==> config.mk <==
export PLATFORM = sky130hd
export DESIGN_NAME = mdm_regs
export DESIGN_NICKNAME = d
export VERILOG_FILES = /design/src/rtl/mdm_pkg.sv /design/src/rtl/mdm_sync.sv /design/src/rtl/mdm_ctrl.sv /design/src/rtl/mdm_status.sv /design/src/rtl/mdm_regs.sv
export SDC_FILE = /design/constraint.sdc
export NUM_CORES = 1
export LEC_CHECK = 0
export ABC_AREA = 1
export CORE_UTILIZATION = 40
export CTS_CLUSTER_SIZE = 16
export DETAILED_ROUTE_END_ITERATION = 10
export DONT_BUFFER_PORTS = 1
export GPL_TIMING_DRIVEN = 0
export PLACE_DENSITY = 0.61
export SETUP_SLACK_MARGIN = 0.5
export SKIP_LAST_GASP = 1
export SLEW_MARGIN = 20
export SYNTH_ARGS = -nofsm -noshare
export SYNTH_HDL_FRONTEND = slang
export SYNTH_SLANG_ARGS = --single-unit
export TNS_END_PERCENT = 5
==> constraint.sdc <==
create_clock -name clk -period 0.8 [get_ports clk]
set_input_delay 0.12 -clock clk [delete_from_list [all_inputs] [get_ports clk]]
set_output_delay 0.12 -clock clk [all_outputs]
set_load 0.05 [all_outputs]
==> src/rtl/mdm_pkg.sv <==
package mdm_pkg;
  localparam int DATA_W = 8;
  localparam int CTL_W  = 5;
  localparam int LN_W   = 4;

  // control bit positions
  localparam int CB_DTR  = 0;
  localparam int CB_RTS  = 1;
  localparam int CB_OUT1 = 2;
  localparam int CB_OUT2 = 3;
  localparam int CB_LOOP = 4;

  // line positions inside the 4-bit line vector (status bit = 4 + index)
  localparam int LN_CTS = 0;
  localparam int LN_DSR = 1;
  localparam int LN_RI  = 2;
  localparam int LN_DCD = 3;

  localparam logic [LN_W-1:0]  LINE_RST = 4'b1011;
  localparam logic [CTL_W-1:0] CTL_RST  = 5'b01000;

  typedef enum logic {
    A_CTRL = 1'b0,
    A_STAT = 1'b1
  } mdm_addr_e;
endpackage

==> src/rtl/mdm_sync.sv <==
module mdm_sync #(
  parameter int              W       = 4,
  parameter int              STAGES  = 2,
  parameter logic [W-1:0]    RST_VAL = '0
) (
  input  logic         clk,
  input  logic         rst_n,
  input  logic [W-1:0] d_i,
  output logic [W-1:0] q_o
);
  logic [STAGES-1:0][W-1:0] chain_q;
  logic [STAGES-1:0][W-1:0] chain_d;

  generate
    for (genvar s = 0; s < STAGES; s++) begin : g_stage
      if (s == 0) begin : g_first
        always_comb chain_d[s] = d_i;
      end else begin : g_next
        always_comb chain_d[s] = chain_q[s-1];
      end
      always_ff @(posedge clk or negedge rst_n) begin
        if (!rst_n) chain_q[s] <= RST_VAL;
        else        chain_q[s] <= chain_d[s];
      end
    end
  endgenerate

  assign q_o = chain_q[STAGES-1];
endmodule

==> src/rtl/mdm_ctrl.sv <==
module mdm_ctrl
  import mdm_pkg::*;
(
  input  logic             clk,
  input  logic             rst_n,
  input  logic             wr_en_i,
  input  logic [CTL_W-1:0] wdata_i,
  output logic [CTL_W-1:0] ctrl_o
);
  logic [CTL_W-1:0] ctrl_q, ctrl_d;

  always_comb begin
    ctrl_d = ctrl_q;
    if (wr_en_i) ctrl_d = wdata_i;
  end

  always_ff @(posedge clk or negedge rst_n) begin
    if (!rst_n) ctrl_q <= CTL_RST;
    else        ctrl_q <= ctrl_d;
  end

  assign ctrl_o = ctrl_q;

  // without a write the control register holds
  p_ctrl_hold_r2: assert property (@(posedge clk) disable iff (!rst_n)
    !wr_en_i |=> $stable(ctrl_q));
endmodule

==> src/rtl/mdm_status.sv <==
module mdm_status
  import mdm_pkg::*;
(
  input  logic            clk,
  input  logic            rst_n,
  input  logic [LN_W-1:0] line_i,
  input  logic            clr_i,
  output logic [LN_W-1:0] line_o,
  output logic [LN_W-1:0] delta_o
);
  logic [LN_W-1:0] line_q, line_d;
  logic [LN_W-1:0] delta_q, delta_d;
  logic [LN_W-1:0] flip, set_v;
  logic            line_en, delta_en;

  always_comb begin
    flip          = line_i ^ line_q;
    set_v         = flip;
    // ring counts only at the end of a ring
    set_v[LN_RI]  = line_q[LN_RI] & ~line_i[LN_RI];
    line_en       = |flip;
    line_d        = line_i;
    delta_en      = clr_i | (|set_v);
    delta_d       = (clr_i ? '0 : delta_q) | set_v;
  end

  always_ff @(posedge clk or negedge rst_n) begin
    if (!rst_n)       line_q <= LINE_RST;
    else if (line_en) line_q <= line_d;
  end

  always_ff @(posedge clk or negedge rst_n) begin
    if (!rst_n)        delta_q <= '0;
    else if (delta_en) delta_q <= delta_d;
  end

  assign line_o  = line_q;
  assign delta_o = delta_q;

  // a carrier-detect change raises its flag on the next edge
  p_dcd_flag_r4: assert property (@(posedge clk) disable iff (!rst_n)
    (line_i[LN_DCD] != line_q[LN_DCD]) |=> delta_q[LN_DCD]);

  // flags are sticky while no read clears them
  p_cts_sticky_r4: assert property (@(posedge clk) disable iff (!rst_n)
    (!clr_i && delta_q[LN_CTS]) |=> delta_q[LN_CTS]);

  // a rising ring never raises the ring flag
  p_ring_rise_r5: assert property (@(posedge clk) disable iff (!rst_n)
    (!line_q[LN_RI] && line_i[LN_RI] && !delta_q[LN_RI]) |=> !delta_q[LN_RI]);

  // a read with no concurrent change leaves no flags
  p_read_clears_r6: assert property (@(posedge clk) disable iff (!rst_n)
    (clr_i && (line_i == line_q)) |=> (delta_q == '0));
endmodule

==> src/rtl/mdm_regs.sv <==
module mdm_regs
  import mdm_pkg::*;
#(
  parameter int SYNC_STAGES = 2,
  parameter int RST_STAGES  = 2
) (
  input  logic              clk,
  input  logic              rst_n,
  input  logic              reg_wr,
  input  logic              reg_rd,
  input  logic              reg_addr,
  input  logic [DATA_W-1:0] reg_wdata,
  output logic [DATA_W-1:0] reg_rdata,
  input  logic              cts_i,
  input  logic              dsr_i,
  input  logic              dcd_i,
  input  logic              ri_i,
  output logic              rts_o,
  output logic              dtr_o,
  output logic              out1_o,
  output logic              out2_o,
  output logic              loop_o,
  output logic              delta_any_o
);
  localparam int PAD_W = DATA_W - CTL_W;

  // reset: asserted asynchronously, released on a clock edge
  logic [RST_STAGES-1:0] rst_chain_q;
  logic                  srst_n;

  always_ff @(posedge clk or negedge rst_n) begin
    if (!rst_n) rst_chain_q <= '0;
    else        rst_chain_q <= {rst_chain_q[RST_STAGES-2:0], 1'b1};
  end
  assign srst_n = rst_chain_q[RST_STAGES-1];

  logic [LN_W-1:0]  pins_raw, pins_sync;
  logic [LN_W-1:0]  line_q, delta_q;
  logic [CTL_W-1:0] ctrl_q;
  logic             wr_ctrl, rd_stat, clr_flags, in_loop;
  logic [LN_W-1:0]  loop_lines;

  always_comb begin
    pins_raw          = '0;
    pins_raw[LN_CTS]  = cts_i;
    pins_raw[LN_DSR]  = dsr_i;
    pins_raw[LN_RI]   = ri_i;
    pins_raw[LN_DCD]  = dcd_i;
  end

  mdm_sync #(.W(LN_W), .STAGES(SYNC_STAGES), .RST_VAL(LINE_RST)) u_sync (
    .clk   (clk),
    .rst_n (srst_n),
    .d_i   (pins_raw),
    .q_o   (pins_sync)
  );

  always_comb begin
    wr_ctrl   = reg_wr && (mdm_addr_e'(reg_addr) == A_CTRL);
    rd_stat   = reg_rd && (mdm_addr_e'(reg_addr) == A_STAT);
    in_loop   = ctrl_q[CB_LOOP];
    clr_flags = rd_stat && !in_loop;
  end

  mdm_ctrl u_ctrl (
    .clk     (clk),
    .rst_n   (srst_n),
    .wr_en_i (wr_ctrl),
    .wdata_i (reg_wdata[CTL_W-1:0]),
    .ctrl_o  (ctrl_q)
  );

  mdm_status u_stat (
    .clk     (clk),
    .rst_n   (srst_n),
    .line_i  (pins_sync),
    .clr_i   (clr_flags),
    .line_o  (line_q),
    .delta_o (delta_q)
  );

  // loopback crossover: control bits appear on the status lines
  always_comb begin
    loop_lines         = '0;
    loop_lines[LN_DCD] = ctrl_q[CB_OUT2];
    loop_lines[LN_RI]  = ctrl_q[CB_OUT1];
    loop_lines[LN_DSR] = ctrl_q[CB_DTR];
    loop_lines[LN_CTS] = ctrl_q[CB_RTS];
  end

  always_comb begin
    if (mdm_addr_e'(reg_addr) == A_CTRL) reg_rdata = {{PAD_W{1'b0}}, ctrl_q};
    else if (in_loop)                    reg_rdata = {loop_lines, {LN_W{1'b0}}};
    else                                 reg_rdata = {line_q, delta_q};
  end

  always_comb begin
    dtr_o       = ctrl_q[CB_DTR]  & ~in_loop;
    rts_o       = ctrl_q[CB_RTS]  & ~in_loop;
    out1_o      = ctrl_q[CB_OUT1] & ~in_loop;
    out2_o      = ctrl_q[CB_OUT2] & ~in_loop;
    loop_o      = in_loop;
    delta_any_o = |delta_q;
  end

  // writing loopback on forces every handshake output low next cycle
  p_loop_gate_r9: assert property (@(posedge clk) disable iff (!srst_n)
    (wr_ctrl && reg_wdata[CB_LOOP]) |=>
      (loop_o && !rts_o && !dtr_o && !out1_o && !out2_o));

  // a status read in loopback does not drop pending flags
  p_loop_keep_r8: assert property (@(posedge clk) disable iff (!srst_n)
    (rd_stat && in_loop && (delta_q != '0)) |=> delta_any_o);

  // summary flag low means the status low nibble reads zero
  p_any_r7: assert property (@(posedge clk) disable iff (!srst_n)
    (!delta_any_o && !in_loop && (mdm_addr_e'(reg_addr) == A_STAT))
      |-> (reg_rdata[LN_W-1:0] == '0));
endmodule

==> tab_implementation.tex, run 1 <==
\begin{tabular}{lr}
\hline
Metric & Value \\
\hline
\multicolumn{2}{l}{\textbf{CTS}} \\
Clock buffer depth & 2 \\
Later-pin clock latency in the skew report & roughly 0.30 ns \\
Root Buffer Master & clkbuf\_4 \\
CTS clock-pin slew for the worst setup and hold paths & between 0.1 and 0.15 ns \\
Hold-fix buffers at CTS & 1 \\
Number of H-tree levels & 1 \\
Clock Sinks & 23 \\
CTS Buf Count & 3 \\
Clock tree from TritonCTS & done \\
\multicolumn{2}{l}{\textbf{Setup path}} \\
Register-to-Register Path Depth & 6 \\
Worst reg2reg setup slack & -0.41 ns \\
Critical Path Slowest Stage Cell & dfrtp\_2 \\
CP Class & reg -> out \\
Max incr delay on CP & 0.57 ns \\
Largest fanout on the critical path & 8 \\
Required time of the critical path & 0.68 ns \\
CP Data Arrival Time & 1.64 ns \\
Count of buffer and inverter cells on the critical path & 1 \\
Worst reg2reg startpoint & u\_stat.line\_o[2] \\
Family with the most delay on the worst path & flip-flops \\
Type of origin of the critical path & register \\
Nature of the critical path endpoint & primary output \\
Cell-by-cell trace of the critical path & buf\_8, a211oi\_4 \\
Capture point of the worst reg-to-reg path & u\_stat.line\_o[2] \\
\multicolumn{2}{l}{\textbf{STA}} \\
Hold Worst Slack & -0.209 ns \\
Slew Viols, Final & 0 \\
Setup repair after global routing missed its margin & true \\
Worst Slack Setup Final & -0.958 ns \\
Worst slew margin relative to its limit & 0.463 \\
Setup violators final & 34 \\
Worst-Margin Slew & 0.806 ns \\
Count of endpoints failing hold in the final timing report & 9 \\
Worst Skew & 0.00210 ns \\
Final period utilization & 2.20 \\
Summed negative setup slack over all endpoints & -13.01 ns \\
Fin crit period & roughly 1.8 ns \\
Maximum achievable frequency & 569 MHz \\
\multicolumn{2}{l}{\textbf{Worst hold path}} \\
Min-Delay Path Class & in -> reg \\
Capture endpoint of the worst hold path & u\_sync.chain\_d[5] \\
Start point of the worst min-delay path & dsr\_i \\
Hold Crit Depth & 0 \\
\multicolumn{2}{l}{\textbf{Logic synthesis}} \\
Most area-hungry cell type in the Yosys netlist & dfrtp\_1 \\
Area share of the largest cell type after synthesis & 0.340 \\
Fraction of synthesized area in multiplexers & 0 \\
Synth unique cells & 19 \\
Syn Area/Cell & 9.77 um2 \\
Post-synthesis compound-gate area fraction & 0.128 \\
Area contributors post-synth & dfrtp\_1 (34\%), dfstp\_2 (27\%), inv\_1 (6.7\%) \\
Syn nets & 116 \\
Number of warnings printed during yosys synthesis & 0 \\
Simple-gate area share of the yosys netlist & 0.135 \\
Sequential fraction of the synthesis area & 0.614 \\
Dominant combinational cell family by area after synthesis & simple AND/OR/NAND/NOR gates \\
Synthesized area & 957 um2 \\
Post-synthesis share of cell area spent on full adders, half adders and majority gates & 0.0131 \\
Post-synthesis instance total & between 90 and 100 \\
Fraction of synthesized cell area in xor and xnor cells & 0 \\
Register bit count reported by yosys & 23 \\
\multicolumn{2}{l}{\textbf{Power and ir drop}} \\
Static Leak & 0.553 nW \\
Share of power burned in combinational logic & 0.288 \\
Power density cells & 2260 mW/mm2 \\
Pint & 1.67 mW \\
Switching share of power & 0.376 \\
Register share of total power & 0.510 \\
IR drop worst, VDD & about 1.2 mV \\
Sw power & slightly above 1 mW \\
Power share of the clock group & 0.202 \\
Final Power & roughly 2.7 mW \\
\multicolumn{2}{l}{\textbf{Placement}} \\
Placed cell count & 126 \\
\# port buffers & 0 \\
Placed wire-length estimate after detailed placement & 1200 um \\
Final weighted congestion of routability-driven global placement & between 0.7 and 0.8 \\
Pre-CTS setup slack & -0.677 ns \\
\multicolumn{2}{l}{\textbf{Global routing}} \\
Global-route wire length before repair & 2730 um \\
Pin count of the biggest net entering global routing & 22 \\
All-Layer GR Usage & 0.143 \\
Via count of the first global-routing pass & 636 \\
Number of antenna violations at the first check in global routing & 0 \\
Total grt overflow & 0 \\
\multicolumn{2}{l}{\textbf{Status}} \\
Result of the run & finished with violations \\
Violations in the final reports & negative hold slack, negative setup slack \\
\multicolumn{2}{l}{\textbf{Final layout}} \\
ANT cells & 0 \\
Layout cell share with drive strength beyond 1 & 0.362 \\
Layout Cells excl Fill & between 100 and 150 \\
Final-stage net count & 124 \\
Layout overhead on the synthesized area & 23.9\% \\
Final core area utilization & 0.531 \\
\multicolumn{2}{l}{\textbf{Detailed routing}} \\
Number of DRC violations after detailed-routing iteration 0 & 4 \\
Number of nets with antenna violations after routing & 0 \\
Total number of vias & 640 \\
\# DRC & 0 \\
Total Routed Length & 1630 um \\
Per-cell via count in the routed design & 4.81 \\
First-pass iteration count of the detailed router & 4 \\
Average detailed-routed wire length per instance & 12.2 um \\
\multicolumn{2}{l}{\textbf{Floorplan}} \\
Core Footprint & 0.00223 mm2 \\
Initial core utilization & 0.429 \\
Die X & 50.9 um \\
Area of the die & 0.00259 mm2 \\
Boundary Pins & 31 \\
Site row count & 17 \\
Vert. Die Dim & approximately 51 um \\
\multicolumn{2}{l}{\textbf{Job}} \\
Max Cap Violations & 0 \\
\hline
\end{tabular}
## layout by cell type (no fill, tap or decap), drive strengths merged, types with 4 or more instances in the layout
cell type / instances
buf: 4
a21oi: 7
nand2: 15
o21bai: 4
dfrtp: 13
o21ai: 4
inv: 18
nor2: 13
dfstp: 10
o22ai: 4
clkbuf: 6
## cells in the mapped netlist
master    number
nor2_1        11
nand4_1        1
nand2_1       14
ha_1           1
a21oi_1        7
clkbuf_1       3
inv_2          1
conb_1         1
inv_1         17
dfrtp_1       13
o21bai_1       4
a211oi_2       1
o22ai_1        4
nor2_2         2
nand3_1        1
dfstp_2       10
o21ai_0        4
buf_6          2
nand2_4        1
## worst register-to-register path, delay by kind of cell (launching register included)
family,cells,cell delay (ns)
buffers and inverters,1,0.04
adders and majority gates,1,0.30
and+or+nand+nor,4,0.33
DFF,1,0.45
## repair_timing
action	4_1_cts	5_1_grt
resized for setup	10	2
hold endpoints to repair	11	8
buffers inserted	2	0
pin swaps	2	1
setup endpoints to repair	53	53
## flip-flops by register name (all words and copies together), names as in the netlist
name            flops
u_stat.line_o       4
rst_chain_q         2
u_sync.q_o          4
u_stat.delta_o      4
u_sync.chain_d      4
u_ctrl.ctrl_o       5
## per-layer routing
layer | GRT usage | vias up | wire [um] | share of wire
met5 | 0 | - | 0 | 0
met4 | 0.0556 | 0 | 13 | 0.0080
met3 | 0.0387 | 2 | 81 | 0.050
met2 | 0.281 | 19 | 849 | 0.52
met1 | 0.138 | 299 | 684 | 0.42
li1 | - | 320 | - | -
## worst max path at each step
stage	startpoint	to	slack, ns	cells after the start
6_report	u_ctrl.ctrl_o[4]	reg_rdata[6]	-0.96	2
5_1_grt	u_ctrl.ctrl_o[4]	reg_rdata[6]	-1.02	3
4_1_cts	u_ctrl.ctrl_o[4]	reg_rdata[6]	-1.03	3
3_5_place_dp	u_ctrl.ctrl_o[4]	reg_rdata[6]	-0.68	3
3_3_place_gp	u_ctrl.ctrl_o[4]	reg_rdata[4]	-0.66	3
2_1_floorplan	u_ctrl.ctrl_o[4]	reg_rdata[6]	-0.60	3
## kinds of logic after synthesis
kind of cell               Yosys count
AOI/OAI and AO/OA                   20
adders and majority gates            1
buffers and inverters               23
DFF                                 23
other                                1
and+or+nand+nor                     30
## power by group through the flow
stage / registers (mW) / logic, mW / clock network, mW
finish: 1.36 / 0.770 / 0.542
detailed placement: 1.38 / 0.660 / 0
floorplan: 1.37 / 0.604 / 0
global placement: 1.38 / 0.643 / 0
CTS: 1.36 / 0.764 / 0.576
global route: 1.38 / 0.820 / 0.604
## final cells by class
cell class | instances | area (um2)
inverter | 18 | 67.6
timing repair buffer | 3 | 28.8
clock buffer | 3 | 22.5
buffer | 5 | 37.5
clock inverter | 1 | 7.51
multi-input combinational | 52 | 398
sequential | 23 | 589
tap | 28 | 35.0
fill | 203 | 1050
## through the flow
| step | hold WS [ns] | cell area (um2) |
|---|---|---|
| 5_1_grt | -0.236 | 1190 |
| 6_report | -0.209 | 1190 |
| 4_1_cts | -0.224 | 1180 |
| 3_3_place_gp | -0.176 | 1060 |
| 2_1_floorplan | -0.176 | 1030 |
| 3_5_place_dp | -0.176 | 1060 |
No activity file was read; power rests on OpenSTA's default activity.
==> run 2: changes to the inputs <==
Settings changed: CORE_UTILIZATION 40 to 53, PLACE_DENSITY 0.61 to 0.76.
==> tab_implementation.tex, run 2 (same netlist as run 1, synthesis figures left out) <==
\begin{tabular}{lr}
\hline
Metric & Value \\
\hline
\multicolumn{2}{l}{\textbf{CTS}} \\
Number of H-tree levels & 1 (unchanged) \\
Root Buffer Master & clkbuf\_4 \\
Clock Sinks & 23 (unchanged) \\
Hold-fix buffers at CTS & 1 (unchanged) \\
Later-pin clock latency in the skew report & 0.32 ns (+0.02 ns) \\
Clock buffer depth & 2 (unchanged) \\
Clock tree from TritonCTS & done \\
CTS Buf Count & 3 (unchanged) \\
CTS clock-pin slew for the worst setup and hold paths & 0.12 ns (about the same) \\
\multicolumn{2}{l}{\textbf{Power and ir drop}} \\
Register share of total power & 0.506 (-0.004) \\
Sw power & 1.02 mW (+1.4\%) \\
Static Leak & 0.551 nW (-0.36\%) \\
Pint & 1.69 mW (+1.3\%) \\
Switching share of power & 0.377 (about the same) \\
Power share of the clock group & 0.200 (-0.002) \\
IR drop worst, VDD & 1.56 mV (+27\%) \\
Final Power & 2.71 mW (+1.4\%) \\
Share of power burned in combinational logic & 0.294 (+0.006) \\
Power density cells & 2260 mW/mm2 (about the same) \\
\multicolumn{2}{l}{\textbf{STA}} \\
Worst Skew & 0.00380 ns (+0.00171 ns) \\
Hold Worst Slack & -0.219 ns (-0.0100 ns) \\
Worst Slack Setup Final & -0.968 ns (-0.00924 ns) \\
Maximum achievable frequency & 566 MHz (-0.52\%) \\
Fin crit period & 1.77 ns (+0.00924 ns) \\
Summed negative setup slack over all endpoints & -12.80 ns (+0.213 ns) \\
Count of endpoints failing hold in the final timing report & 9 (unchanged) \\
Final period utilization & 2.21 (+0.0116) \\
Setup violators final & 34 (unchanged) \\
Worst slew margin relative to its limit & 0.468 (+0.00539) \\
Slew Viols, Final & 0 (unchanged) \\
Worst-Margin Slew & 0.797 ns (-0.00808 ns) \\
Setup repair after global routing missed its margin & true \\
\multicolumn{2}{l}{\textbf{Floorplan}} \\
Vert. Die Dim & 44.5 um (-13\%) \\
Area of the die & 0.00198 mm2 (-24\%) \\
Boundary Pins & 31 (unchanged) \\
Initial core utilization & 0.600 (+0.172) \\
Core Footprint & 0.00159 mm2 (-29\%) \\
Site row count & 14 (-3) \\
Die X & 44.5 um (-13\%) \\
\multicolumn{2}{l}{\textbf{Global routing}} \\
Number of antenna violations at the first check in global routing & 0 (unchanged) \\
Pin count of the biggest net entering global routing & 22 (unchanged) \\
All-Layer GR Usage & 0.194 (+0.0511) \\
Global-route wire length before repair & 2630 um (-3.6\%) \\
Via count of the first global-routing pass & 592 (-6.9\%) \\
Total grt overflow & 0 (unchanged) \\
\multicolumn{2}{l}{\textbf{Job}} \\
Max Cap Violations & 0 (unchanged) \\
\multicolumn{2}{l}{\textbf{Final layout}} \\
Number of flip-flops in the largest register & 5 (unchanged) \\
Layout Cells excl Fill & 129 (-3.0\%) \\
Layout cell share with drive strength beyond 1 & 0.371 (+0.00952) \\
Layout overhead on the synthesized area & 25.6\% \\
Final-stage net count & 124 (unchanged) \\
ANT cells & 0 (unchanged) \\
Commonest non-fill, non-tap cells in the layout & inv\_1 (16), nand2\_1 (13), dfrtp\_1 (12), dfstp\_2 (10), nor2\_1 (6) \\
Final core area utilization & 0.754 (+0.223) \\
Most common cell after layout, fill and taps aside & inv\_1 \\
\multicolumn{2}{l}{\textbf{Setup path}} \\
Nature of the critical path endpoint & primary output \\
Critical Path Slowest Stage Cell & dfrtp\_4 \\
CP Data Arrival Time & 1.65 ns (about the same) \\
Largest fanout on the critical path & 5 (-3) \\
Max incr delay on CP & 0.58 ns (about the same) \\
Count of buffer and inverter cells on the critical path & 1 (unchanged) \\
CP Class & reg -> out \\
Family with the most delay on the worst path & flip-flops \\
Required time of the critical path & 0.68 ns (about the same) \\
Type of origin of the critical path & register \\
Cell-by-cell trace of the critical path & buf\_8, nor2\_4, a211oi\_4 \\
\multicolumn{2}{l}{\textbf{Placement}} \\
Placed cell count & 122 (-3.2\%) \\
Placed wire-length estimate after detailed placement & 1150 um (-4.5\%) \\
\# port buffers & 0 (unchanged) \\
Pre-CTS setup slack & -0.666 ns (+0.0107 ns) \\
Final weighted congestion of routability-driven global placement & 0.767 (+2.6\%) \\
\multicolumn{2}{l}{\textbf{Detailed routing}} \\
Number of DRC violations after detailed-routing iteration 0 & 5 (+1) \\
Per-cell via count in the routed design & 5.09 (+5.8\%) \\
Number of nets with antenna violations after routing & 0 (unchanged) \\
\# DRC & 0 (unchanged) \\
Total number of vias & 657 (+2.7\%) \\
First-pass iteration count of the detailed router & 2 (-2) \\
Total Routed Length & 1580 um (-2.9\%) \\
Average detailed-routed wire length per instance & 12.3 um (+0.13\%) \\
\multicolumn{2}{l}{\textbf{Status}} \\
Result of the run & finished with violations \\
Violations in the final reports & negative hold slack, negative setup slack \\
\multicolumn{2}{l}{\textbf{Worst hold path}} \\
Min-Delay Path Class & in -> reg \\
\hline
\end{tabular}
==> run 2: cell types whose count changed in the layout (fill, tap and decap cells not counted), sizes merged <==
cell,previous run,this run
clkbuf,6,7
clkinvlp,1,0
==> run 2: area by class of cell <==
class                   instances  area [um2]
plain buffers                   5        37.5
clock buffers                   4        26.3
fillers                       110         392
inverters                      18        70.1
multi-input cells              52         418
flip-flops and latches         23         592
well taps                      24        30.0
repair buffers                  3        28.8
==> run 2: power by group through the flow <==
stage               Combinational (mW)  Sequential [mW]  Clock (mW)
detailed placement               0.656             1.38           0
floorplan                        0.604             1.37           0
finish                           0.797             1.37       0.543
global route                     0.847             1.39       0.591
global placement                 0.641             1.38           0
CTS                              0.802             1.37       0.548
==> run 2: stage by stage <==
stage                     instance area (um2)  hold slack, ns
after detailed placement                 1060          -0.176
after global routing                     1200          -0.235
after global placement                   1060          -0.176
final                                    1200          -0.219
after CTS                                1200          -0.220
after floorplan                          1030          -0.176
==> run 2: path summary, 6_finish.rpt <==
path                       cells after the start  slack [ns]              from           endpoint
min in group asynchronous                      1        0.01             rst_n     rst_chain_q[0]
hold / removal                                 0       -0.22             cts_i  u_sync.chain_d[4]
setup / recovery                               3       -0.97  u_ctrl.ctrl_o[4]       reg_rdata[6]
hold reg to reg                                0        0.34    rst_chain_q[1]  u_sync.chain_d[6]
max in group asynchronous                      0       -0.11    rst_chain_q[1]   u_ctrl.ctrl_o[4]
setup reg to reg                               6       -0.39  u_stat.line_o[2]   u_stat.line_o[2]
==> run 2: metal layers <==
metal / part of all wire / wire length [um] / track usage
met2: 0.51 / 813 / 0.312
met4: 0.024 / 38 / 0.109
met1: 0.42 / 669 / 0.248
met5: 0 / 0 / 0
met3: 0.039 / 61 / 0.0367
==> run 2: worst reg2reg max path, cell delays in order (launching register included) <==
cell and delay [ns]:
dfrtp_1 0.46, ha_1 0.31, inv_1 0.04, nor2_1 0.12, nand2_1 0.07, nand2_1 0.05, nand2_1 0.05
==> run 2: what timing repair did <==
| action | CTS | global route |
|---|---|---|
| setup endpoints to repair | 53 | 53 |
| pin swaps | 2 | 1 |
| endpoints found under the hold margin | 11 | 9 |
| gates resized for setup | 20 | 0 |
| buffers inserted | 2 | 0 |
